### src/rtl/vecgate_pkg.sv
package vecgate_pkg;
  typedef enum logic [1:0] {
    ST_VEC_ON = 2'd0,
    ST_GATED  = 2'd1,
    ST_WAKING = 2'd2
  } gate_state_e;
endpackage

### src/rtl/vecgate_window.sv
module vecgate_window #(
  parameter int LEN_W = 8
) (
  input  logic             clk_i,
  input  logic             rst_ni,
  input  logic             insn_valid_i,
  input  logic             insn_is_vec_i,
  input  logic [LEN_W-1:0] win_len_i,
  output logic             win_done_o,
  output logic [LEN_W-1:0] win_cnt_o
);
  localparam int IDX_W = LEN_W + 1;

  logic [LEN_W-1:0] icnt_q, icnt_d;
  logic [LEN_W-1:0] vcnt_q, vcnt_d;
  logic [LEN_W-1:0] cnt_q, cnt_d;
  logic             done_q, done_d;
  logic [IDX_W-1:0] idx_next;
  logic [LEN_W-1:0] vcnt_inc;
  logic             close_win;

  always_comb begin
    idx_next  = {1'b0, icnt_q} + IDX_W'(1);
    vcnt_inc  = vcnt_q + LEN_W'(insn_is_vec_i);
    close_win = insn_valid_i && (idx_next >= {1'b0, win_len_i});
    icnt_d    = icnt_q;
    vcnt_d    = vcnt_q;
    cnt_d     = cnt_q;
    done_d    = close_win;
    if (insn_valid_i) begin
      if (close_win) begin
        icnt_d = '0;
        vcnt_d = '0;
        cnt_d  = vcnt_inc;
      end else begin
        icnt_d = idx_next[LEN_W-1:0];
        vcnt_d = vcnt_inc;
      end
    end
  end

  always_ff @(posedge clk_i or negedge rst_ni) begin
    if (!rst_ni) begin
      icnt_q <= '0;
      vcnt_q <= '0;
      cnt_q  <= '0;
      done_q <= 1'b0;
    end else begin
      done_q <= done_d;
      if (insn_valid_i) begin
        icnt_q <= icnt_d;
        vcnt_q <= vcnt_d;
      end
      if (close_win) begin
        cnt_q <= cnt_d;
      end
    end
  end

  assign win_done_o = done_q;
  assign win_cnt_o  = cnt_q;


  vcnt_bound_chk: assert property (@(posedge clk_i) disable iff (!rst_ni)
    vcnt_q <= icnt_q);


  done_needs_insn_chk: assert property (@(posedge clk_i) disable iff (!rst_ni)
    done_q |-> $past(insn_valid_i));
endmodule

### src/rtl/vecgate_fsm.sv
module vecgate_fsm
  import vecgate_pkg::*;
#(
  parameter int LEN_W = 8
) (
  input  logic             clk_i,
  input  logic             rst_ni,
  input  logic             win_done_i,
  input  logic [LEN_W-1:0] win_cnt_i,
  input  logic [LEN_W-1:0] thr_lo_i,
  input  logic [LEN_W-1:0] thr_hi_i,
  input  logic             unit_ready_i,
  output logic             devec_en_o,
  output logic             pwr_req_o
);
  gate_state_e state_q, state_d;
  logic        below_lo, above_hi;

  always_comb begin
    below_lo = win_done_i && (win_cnt_i < thr_lo_i);
    above_hi = win_done_i && (win_cnt_i > thr_hi_i);
    state_d  = state_q;
    unique case (state_q)
      ST_VEC_ON: if (below_lo) state_d = ST_GATED;
      ST_GATED:  if (above_hi) state_d = ST_WAKING;
      ST_WAKING: begin
        if (below_lo)          state_d = ST_GATED;
        else if (unit_ready_i) state_d = ST_VEC_ON;
      end
      default:   state_d = ST_VEC_ON;
    endcase
  end

  always_ff @(posedge clk_i or negedge rst_ni) begin
    if (!rst_ni) state_q <= ST_VEC_ON;
    else         state_q <= state_d;
  end

  assign devec_en_o = (state_q != ST_VEC_ON);
  assign pwr_req_o  = (state_q != ST_GATED);


  no_gated_to_on_chk: assert property (@(posedge clk_i) disable iff (!rst_ni)
    (state_q == ST_GATED) |=> (state_q != ST_VEC_ON));


  no_on_to_waking_chk: assert property (@(posedge clk_i) disable iff (!rst_ni)
    (state_q == ST_VEC_ON) |=> (state_q != ST_WAKING));


  hold_waking_chk: assert property (@(posedge clk_i) disable iff (!rst_ni)
    (state_q == ST_WAKING && !unit_ready_i && !win_done_i) |=> (state_q == ST_WAKING));


  idle_stable_chk: assert property (@(posedge clk_i) disable iff (!rst_ni)
    (!win_done_i && state_q != ST_WAKING) |=> $stable(state_q));


  abort_prio_chk: assert property (@(posedge clk_i) disable iff (!rst_ni)
    (state_q == ST_WAKING && win_done_i && win_cnt_i < thr_lo_i) |=> (state_q == ST_GATED));
endmodule

### src/rtl/vecgate_ctrl.sv
module vecgate_ctrl #(
  parameter int LEN_W = 8
) (
  input  logic             clk_i,
  input  logic             rst_ni,
  input  logic             insn_valid_i,
  input  logic             insn_is_vec_i,
  input  logic [LEN_W-1:0] win_len_i,
  input  logic [LEN_W-1:0] thr_lo_i,
  input  logic [LEN_W-1:0] thr_hi_i,
  input  logic             unit_ready_i,
  output logic             devec_en_o,
  output logic             pwr_req_o
);
  logic             win_done;
  logic [LEN_W-1:0] win_cnt;

  vecgate_window #(.LEN_W(LEN_W)) u_window (
    .clk_i        (clk_i),
    .rst_ni       (rst_ni),
    .insn_valid_i (insn_valid_i),
    .insn_is_vec_i(insn_is_vec_i),
    .win_len_i    (win_len_i),
    .win_done_o   (win_done),
    .win_cnt_o    (win_cnt)
  );

  vecgate_fsm #(.LEN_W(LEN_W)) u_fsm (
    .clk_i       (clk_i),
    .rst_ni      (rst_ni),
    .win_done_i  (win_done),
    .win_cnt_i   (win_cnt),
    .thr_lo_i    (thr_lo_i),
    .thr_hi_i    (thr_hi_i),
    .unit_ready_i(unit_ready_i),
    .devec_en_o  (devec_en_o),
    .pwr_req_o   (pwr_req_o)
  );


  never_off_and_native_chk: assert property (@(posedge clk_i) disable iff (!rst_ni)
    pwr_req_o || devec_en_o);
endmodule

### config.mk
export PLATFORM = sky130hd
export DESIGN_NAME = vecgate_ctrl
export DESIGN_NICKNAME = d
export VERILOG_FILES = /design/src/rtl/vecgate_pkg.sv /design/src/rtl/vecgate_window.sv /design/src/rtl/vecgate_fsm.sv /design/src/rtl/vecgate_ctrl.sv
export SDC_FILE = /design/constraint.sdc
export NUM_CORES = 1
export LEC_CHECK = 0
export ABC_AREA = 1
export CAP_MARGIN = 20
export CORE_UTILIZATION = 30
export CTS_CLUSTER_DIAMETER = 120
export CTS_CLUSTER_SIZE = 8
export DETAILED_ROUTE_END_ITERATION = 10
export DONT_BUFFER_PORTS = 1
export GPL_ROUTABILITY_DRIVEN = 0
export HOLD_SLACK_MARGIN = 0.08
export SLEW_MARGIN = 20
export SYNTH_ARGS = -nofsm -noshare
export SYNTH_HDL_FRONTEND = slang
export SYNTH_HIERARCHICAL = 1
export SYNTH_SLANG_ARGS = --single-unit
### constraint.sdc
create_clock -name clk_i -period 5.3 [get_ports clk_i]
set_input_delay 0.53 -clock clk_i [delete_from_list [all_inputs] [get_ports clk_i]]
set_output_delay 0.53 -clock clk_i [all_outputs]
set_load 0.05 [all_outputs]
==> impl_metrics.json, run 1 <==
{
  "status": "finished, violations left",
  "violations": "design-rule violations",
  "cts_max_level": 1,
  "cts_tree": "done",
  "critical-path-top-delay-family": "simple AND/OR/NAND/NOR gates",
  "area_growth_pct": 7.06,
  "clk_pin_slew_ns": 0.09,
  "setup_ws_ns": 2.78,
  "grt_pass1_vias": 1569,
  "slew_headroom": 0.625,
  "tightest_slew_ns": 0.561,
  "use_met3": 0.0128,
  "rr_worst_depth": 13,
  "design_area_um2": 2200,
  "vias": 1626,
  "fp.dieArea_um2": 7190,
  "core_um2": 6490,
  "yosysUniqueCellTypes": 27,
  "period_share": 0.475,
  "grt_use_met2": 0.197,
  "synth-edff-count": 0,
  "fp-row-count": 29,
  "cp.arrival_ns": 2.73,
  "antenna_found_initial": 0,
  "drive_above_1_share": 0.0824,
  "clock_latency_ns": 0.27,
  "drtPass1Iterations": 7,
  "die_w_um": 84.8,
  "rsz0062_at_grt": "no",
  "synth.most_common_cell": "nand2_1",
  "wl_per_cell_um": 10.9,
  "async_flop_share": 1.00,
  "hold_class": "primary input to flip-flop",
  "drc": 2,
  "fin_nets": 335,
  "cts_setup_buffers": 0,
  "wl_mm": 3.87,
  "grt.total_usage": 0.119,
  "min_path_cells": 2,
  "crit_buf_inv": 1,
  "final_cells": 356,
  "synth_fp_nets": 334,
  "die_height_um": 84.8,
  "setup-violations-final": 0,
  "netlist_area_um2": 2060,
  "endpoint_kind": "flip-flop",
  "post_drt_via_cell_ratio": 4.57,
  "slew_violations": 0,
  "critPathKind": "flip-flop to flip-flop",
  "cts_made_buffers": 3,
  "synth_top_area_frac": 0.329,
  "start_util": 0.317,
  "max-vdd-ir-drop_mv": 0.113,
  "busiest_layer": "met2",
  "netlist_instances": 279,
  "drt_iter0_drc": 93,
  "place_area_um2": 2130,
  "powerDensity_nw_per_um2": 334,
  "synth_top_cell_by_area": "dfrtp_1",
  "n_antenna_cell": 0,
  "fmax_mhz": 397,
  "synth_area_per_cell_um2": 7.37,
  "fin_util": 0.339,
  "worstPathRequired_ns": 5.51,
  "placed_cells": 350,
  "grt_pass1_wl_mm": 7.00,
  "ys_top_cells_by_area": "dfrtp_1 33%, nand2_1 16%, ha_1 16%",
  "path_cells": "ha_1 > nand3_2 > nor2_2 > nand2_2 > xor2_1 > ha_1 > a21oi_1 > nand2_1 > nand2_1 > nand2_4 > nand2_8 > inv_8 > nor2_2",
  "critPathLaunchType": "flip-flop",
  "ys_seq_area_frac": 0.329,
  "ctsHoldBuffers": 2,
  "synthFlopType": "dfrtp_1",
  "boundaryPins": 31,
  "worstPathMaxFanout": 12,
  "place_ws_ns": 2.79,
  "grt_max_degree": 28,
  "cts_resized": 0,
  "ant_nets": 0,
  "maxCapViolations": 0,
  "finalHoldViolations": 0,
  "crit_cells": 13,
  "met1_usage": 0.163,
  "placement.io_buffers": 0,
  "synthTopCellsByCount": "87 x nand2_1, 50 x inv_1, 27 x dfrtp_1, 26 x ha_1, 17 x nand3_1",
  "yosys_warnings": 6,
  "synth_seq_cells": 27,
  "clk_path_buf_depth": 2,
  "cp_slowest_cell": "dfrtp_1",
  "grt_overflow": 0,
  "nFillCells": 666,
  "dp_hpwl_mm": 3.05,
  "root_buffer": "clkbuf_8",
  "tns_ns": 0,
  "skew_ns": 0.00484,
  "leakage_nw": 1.27,
  "cpPeakStageDelay_ns": 0.42,
  "clock-sinks": 27,
  "fin_crit_ns": 2.52
}
## flip-flops by register name, indices dropped and copies added, names as in the netlist
name	count
u_window/win_cnt_o	8
u_window/win_done_o	1
u_fsm/state_q	2
u_window/icnt_q	8
u_window/vcnt_q	8
## cells in the final DEF, fill, tap and decap left out, types with 4 or more instances in the layout
master,n
nor2_1,8
nand2_1,87
xor2_1,7
ha_1,26
o21ai_0,4
nand3_1,17
nand4_1,14
inv_1,50
dfrtp_1,27
a21oi_1,5
inv_2,4
nor2_2,9
## routing by layer
layer,wire (um),vias to the layer above
li1,-,874
met1,2010,719
met2,1680,28
met3,130,5
met4,53,0
met5,0,-
## power by group
part	switching, mW	internal (mW)	leakage [nW]	total [mW]
sequential	0.0531	0.256	0.360	0.309
combinational	0.196	0.114	0.884	0.310
clock	0.0615	0.0538	0.0228	0.115
## kinds of logic after synthesis
group | after synthesis | synth area share
AO/OA/AOI/OAI | 14 | 0.0396
XOR/XNOR | 10 | 0.0426
adder cells (fa/ha/maj) | 26 | 0.158
buffers and inverters | 62 | 0.119
flip-flops | 27 | 0.329
AND/OR/NAND/NOR | 140 | 0.312
## through the flow
step | hold slack, ns | total power [mW]
after global routing | 0.400 | 0.814
final | 0.404 | 0.734
after floorplan | 0.234 | 0.559
after global placement | 0.235 | 0.611
after detailed placement | 0.235 | 0.619
after CTS | 0.397 | 0.743
## worst register-to-register path: cells and delay by family, from the launching register on
family | cells | cell delay, ns
DFF | 1 | 0.42
buffers and inverters | 1 | 0.05
xor gates and xnor gates | 1 | 0.21
AOI/OAI and AO/OA | 1 | 0.16
adders and majority gates | 2 | 0.50
and+or+nand+nor | 8 | 1.11
## final timing paths
kind | endpoint | slack (ns) | from
worst min-delay path | u_window/vcnt_q[1] | 0.40 | insn_valid_i
max in group asynchronous | u_window/win_cnt_o[2] | 4.45 | rst_ni
worst max register to register | u_window/icnt_q[3] | 2.78 | u_window/icnt_q[0]
worst max-delay path | u_window/icnt_q[3] | 2.78 | u_window/icnt_q[0]
worst min register to register | u_window/vcnt_q[0] | 0.50 | u_window/vcnt_q[0]
min in group asynchronous | u_window/vcnt_q[7] | 0.69 | rst_ni
## cell type report
cell class,instances,area [um2],share of cell area
timing repair buffer,2,30.0,0.0136
multi-input combinational,190,1140,0.516
inverter,56,218,0.0989
clock buffer,4,45.0,0.0205
sequential,27,676,0.307
tap,77,96.3,0.0438
No activity file was read; power rests on OpenSTA's default activity.
==> inputs of run 2 (changes only) <==
Clock period 5.3 ns to 2.4 ns, I/O delays scaled along.
==> run 2 against run 1 <==
The run still ends with design-rule violations left; final cell count is 1.1% higher; first-iteration DRC count increased by 46%; total power grew 120%; routed wire length up 1.6%; clock power increased by 120%; non-clock buffer count grew 3; final area rose by 1.5%; sequential share of layout area fell by 0.46 points; largest power group unchanged; highest routed layer unchanged.
==> impl_metrics.json, run 2 (synthesis results as in run 1) <==
{
  "status": "finished, violations left",
  "violations": "design-rule violations",
  "finalHoldViolations": 0,
  "grt_max_degree": 28,
  "core_um2": 6490,
  "design_area_um2": 2230,
  "fin_crit_ns": 2.19,
  "die_height_um": 84.8,
  "clock_latency_ns": 0.27,
  "setup-violations-final": 0,
  "multi_input_area_um2": 1150,
  "grt.total_usage": 0.115,
  "drtPass1Iterations": 7,
  "r2r_slack_ns": 0.21,
  "seqCellArea_um2": 676,
  "final_cell_mix": "86 x nand2_1, 50 x inv_1, 27 x dfrtp_1",
  "area_growth_pct": 8.70,
  "clock_power_share": 0.155,
  "drive_above_1_share": 0.102,
  "final_cells": 360,
  "cp_slowest_cell": "dfrtp_1",
  "ant_nets": 0,
  "critPathKind": "flip-flop to flip-flop",
  "maxCapViolations": 0,
  "whs_ns": 0.111,
  "fp-row-count": 29,
  "fp.dieArea_um2": 7190,
  "boundaryPins": 31,
  "internal_power_mw": 0.953,
  "cp.arrival_ns": 2.36,
  "grt_pass1_wl_mm": 6.77,
  "drt_iter0_drc": 136,
  "cp_common_cell": "nand2_1",
  "hold_class": "primary input to flip-flop",
  "combPwrFrac": 0.431,
  "endpoint_kind": "flip-flop",
  "cts_tree": "done",
  "final_common_cell": "nand2_1",
  "netSwitchingFraction": 0.422,
  "leakage_nw": 1.29,
  "cts_max_level": 1,
  "drc": 2,
  "fin_nets": 339,
  "critPathLaunchType": "flip-flop",
  "wl_per_cell_um": 10.9,
  "vias": 1674,
  "setup_ws_ns": 0.212,
  "post_drt_via_cell_ratio": 4.65,
  "antenna_found_initial": 0,
  "n_antenna_cell": 0,
  "tns_ns": 0,
  "slew_headroom": 0.681,
  "dp_hpwl_mm": 3.14,
  "worstPathMaxFanout": 9,
  "start_util": 0.317,
  "pwr-share-seq": 0.414,
  "max-vdd-ir-drop_mv": 0.231,
  "fin_util": 0.344,
  "clk_path_buf_depth": 2,
  "nFillCells": 689,
  "clock-sinks": 27,
  "place_ws_ns": 0.155,
  "grt_pass1_vias": 1594,
  "wl_mm": 3.93,
  "tightest_slew_ns": 0.478,
  "cts_made_buffers": 3,
  "placement.io_buffers": 0,
  "slew_violations": 0,
  "place_area_um2": 2140,
  "skew_ns": 0.00338,
  "placed_cells": 352,
  "total_power_mw": 1.65,
  "fmax_mhz": 457,
  "die_w_um": 84.8,
  "powerDensity_nw_per_um2": 738,
  "path_cells": "ha_2 > nand3_2 > xor2_1 > inv_1 > ha_1 > nand2_1 > inv_1 > nand3_1 > nand3_1 > nand2_1 > nand2_1 > nand2_2 > nand2_4 > nand2_8 > nand2_1 > nand2_1",
  "grt_overflow": 0,
  "cpPeakStageDelay_ns": 0.43,
  "clk_pin_slew_ns": 0.09,
  "period_share": 0.912,
  "worstPathRequired_ns": 2.57,
  "root_buffer": "clkbuf_8",
  "p_sw_mw": 0.695,
  "rsz0062_at_grt": "no"
}
-- run 2: worst max-delay path, delay by kind of cell, from the launching register on --
kind | cells | cell delay, ns
buffers and inverters | 2 | 0.12
and+or+nand+nor | 11 | 0.85
adders and majority gates | 2 | 0.51
DFF | 1 | 0.43
xor gates and xnor gates | 1 | 0.17
-- run 2: what timing repair did --
item                                   4_1_cts  5_1_grt
setup endpoints to repair                    0       18
buffers inserted                             0        1
endpoints found under the hold margin       27        0
hold buffers                                 2        0
resized for setup                            0        2
-- run 2: area by class of cell --
cell class / instances / share of cell area
well taps: 77 / 0.0431
clock buffers: 4 / 0.0202
repair buffers: 5 / 0.0235
multi-input cells: 191 / 0.513
flip-flops and latches: 27 / 0.302
inverters: 56 / 0.0974
-- run 2: path summary, 6_finish.rpt --
check,start,endpoint,cells past startpoint
worst max-delay path,u_window/icnt_q[0],u_window/win_cnt_o[0],16
worst min-delay path,insn_valid_i,u_window/win_cnt_o[6],2
worst max register to register,u_window/icnt_q[0],u_window/win_cnt_o[0],16
worst min register to register,u_window/vcnt_q[0],u_window/vcnt_q[0],2
max in group asynchronous,rst_ni,u_window/icnt_q[7],2
min in group asynchronous,rst_ni,u_window/vcnt_q[7],2
-- run 2: metal layers --
metal	global-route usage	up-vias	share of wire
met3	0.0118	5	0.025
li1	-	882	-
met5	0	-	0
met4	0.0370	0	0.014
met2	0.201	25	0.48
met1	0.149	762	0.48
-- run 2: power groups by stage --
| stage | clock network [mW] | logic (mW) | registers (mW) |
|---|---|---|---|
| 2_1_floorplan | 0 | 0.574 | 0.659 |
| 3_3_place_gp | 0 | 0.666 | 0.687 |
| 3_5_place_dp | 0 | 0.688 | 0.689 |
| 4_1_cts | 0.266 | 0.706 | 0.680 |
| 5_1_grt | 0.287 | 0.832 | 0.698 |
| 6_report | 0.256 | 0.710 | 0.682 |
==> inputs of run 3 (changes only) <==
Settings changed: ABC_AREA 1 to unset, SKIP_CTS_REPAIR_TIMING set to 1.
==> run 3 against run 2 <==
The run ends with negative setup slack left; synthesized cell count is 25% lower; worst hold slack got worse by 0.010 ns; count of clock-buffer cells in the layout unchanged; non-clock buffer count grew 21; sequential power grew 16%; critical path type unchanged; critical endpoint is now u_window/win_cnt_o[5]; largest power group unchanged.
==> impl_metrics.json, run 3 <==
{
  "whs_ns": 0.100,
  "yosys_warnings": 6,
  "start_util": 0.314,
  "hold_path_end": "u_window/vcnt_q[0]",
  "synth_fp_nets": 265,
  "period_share": 1.14,
  "fmax_mhz": 365,
  "tightest_slew_ns": 0.644,
  "maxCapViolations": 0,
  "synth-edff-count": 0,
  "clock_latency_ns": 0.27,
  "tns_ns": -6.08,
  "synth_top_family_by_area": "adder cells",
  "ys_seq_area_frac": 0.337,
  "drive_above_1_share": 0.257,
  "powerDensity_nw_per_um2": 989,
  "synth_top_cell_by_area": "dfrtp_1",
  "slew_headroom": 0.569,
  "grt.total_usage": 0.121,
  "grt_overflow": 0,
  "nFillCells": 617,
  "worstPathMaxFanout": 5,
  "critPathLaunchType": "flip-flop",
  "ys_top_cells_by_area": "dfrtp_1 34%, ha_1 16%, inv_1 6.9%",
  "ant_nets": 0,
  "final_common_cell": "inv_1",
  "fp.dieArea_um2": 7020,
  "cts_tree": "done",
  "worstPathRequired_ns": 2.56,
  "async_flop_share": 1.00,
  "cts_max_level": 1,
  "synth_seq_cells": 27,
  "post_drt_via_cell_ratio": 4.97,
  "min_path_cells": 2,
  "die_w_um": 83.8,
  "setup-violations-final": 25,
  "grt_pass1_wl_mm": 6.82,
  "setup_ws_ns": -0.337,
  "synth_top_area_frac": 0.337,
  "fin_util": 0.388,
  "area_growth_pct": 23.4,
  "cp.arrival_ns": 2.90,
  "grt_max_degree": 33,
  "synthAdderAreaFrac": 0.162,
  "dp_hpwl_mm": 3.11,
  "root_buffer": "clkbuf_8",
  "synthTopCellsByCount": "37 x inv_1, 27 x dfrtp_1, 26 x ha_1, 12 x nand2_1",
  "synth_area_per_cell_um2": 9.56,
  "max-vdd-ir-drop_mv": 0.545,
  "placement.io_buffers": 0,
  "yosys.area_share.simple": 0.151,
  "netlist_instances": 210,
  "vias": 1561,
  "rsz0062_at_grt": "yes",
  "clock-sinks": 27,
  "wl_mm": 4.19,
  "n_antenna_cell": 0,
  "wl_per_cell_um": 13.3,
  "synth_xor_xnor_area_share": 0.0480,
  "yosys-mux-area-fraction": 0.0648,
  "r2r_end": "u_window/win_cnt_o[5]",
  "drt_iter0_drc": 90,
  "finalHoldViolations": 0,
  "core_um2": 6390,
  "synthFlopType": "dfrtp_1",
  "synth_compound_area_frac": 0.156,
  "fin_nets": 293,
  "final_cell_mix": "36 x inv_1, 26 x dfrtp_1, 25 x ha_1",
  "yosysUniqueCellTypes": 42,
  "status": "finished, violations left",
  "slew_violations": 0,
  "cts_made_buffers": 3,
  "leakage_nw": 1.22,
  "skew_ns": 0.00300,
  "clk_path_buf_depth": 2,
  "hold_class": "primary input to flip-flop",
  "die_height_um": 83.8,
  "critPathKind": "flip-flop to flip-flop",
  "boundaryPins": 31,
  "antenna_found_initial": 0,
  "rr_worst_depth": 10,
  "grt_pass1_vias": 1493,
  "endpoint_kind": "flip-flop",
  "fin_crit_ns": 2.74,
  "synth.most_common_cell": "inv_1",
  "drtPass1Iterations": 4,
  "hp-start": "insn_valid_i",
  "netlist_area_um2": 2010,
  "drc": 0,
  "reg2reg_from": "u_window/icnt_q[0]",
  "clk_pin_slew_ns": 0.09,
  "r2r_slack_ns": -0.34,
  "violations": "negative setup slack",
  "place_ws_ns": -0.351,
  "fp-row-count": 29
}
run 3: cell types whose count changed in the layout (fill, tap and decap cells not counted), moves of 5 or more:
cell     previous run  this run
o22ai_2             0         5
nand2_1            86        12
mux2_4              0         8
nand3_1            17         6
nand4_1            14         6
inv_1              50        36
nor2b_1             0         6
o21ai_1             1         7
buf_4               3        20
nor2_2              9         0
run 3: logic make-up (layout without fill, tap and decap cells):
logic type,Yosys count,after routing
adders and majority gates,26,26
xor gates and xnor gates,11,11
DFF,27,27
muxes,9,9
and+or+nand+nor,56,56
AOI/OAI and AO/OA,40,41
buffers and inverters,41,67
run 3: per-layer routing:
metal / vias up / GRT usage / part of all wire / wire [um]
met4: 0 / 0.0416 / 0.011 / 48
met2: 30 / 0.197 / 0.47 / 1980
met3: 5 / 0.0257 / 0.036 / 149
met1: 729 / 0.158 / 0.48 / 2000
met5: - / 0 / 0 / 0
li1: 797 / - / - / -
run 3: worst max-delay path, stage by stage (launching register included):
cell and delay (ns):
dfrtp_1 0.44, nand3_2 0.13, or3_4 0.36, xnor2_2 0.15, ha_1 0.27, and3_4 0.18
a221o_1 0.33, a41oi_4 0.21, buf_12 0.15, a21boi_4 0.10, mux2_4 0.32
run 3: final cells by class:
cell class              instances  area (um2)  share of cell area
repair buffers                 26         236              0.0955
multi-input cells             143        1280               0.518
flip-flops and latches         27         677               0.273
well taps                      77        96.3              0.0389
inverters                      37         139              0.0561
clock buffers                   4        45.0              0.0182
run 3: worst max-delay path by stage:
stage	start	to	slack (ns)	cells after the start
after global routing	u_window/icnt_q[0]	u_window/win_cnt_o[0]	-0.42	10
after CTS	u_window/icnt_q[1]	u_window/win_cnt_o[5]	-0.36	9
after global placement	u_window/icnt_q[4]	u_window/win_cnt_o[6]	-0.33	9
after detailed placement	u_window/icnt_q[1]	u_window/win_cnt_o[5]	-0.35	9
final	u_window/icnt_q[0]	u_window/win_cnt_o[5]	-0.34	10
after floorplan	u_window/icnt_q[0]	u_window/win_cnt_o[0]	-0.24	10
run 3: power breakdown:
| part | internal [mW] | total, mW | leakage [nW] | switching, mW |
|---|---|---|---|---|
| Sequential | 0.622 | 0.791 | 0.328 | 0.168 |
| Combinational | 0.727 | 1.40 | 0.870 | 0.672 |
| Clock | 0.119 | 0.259 | 0.0228 | 0.140 |
run 3: metrics by stage:
stage	cell area, um2	cells	total power [mW]
floorplan	2030	210	1.68
global placement	2240	301	1.99
detailed placement	2240	301	2.02
CTS	2290	305	2.29
global route	2480	314	2.67
finish	2480	314	2.45
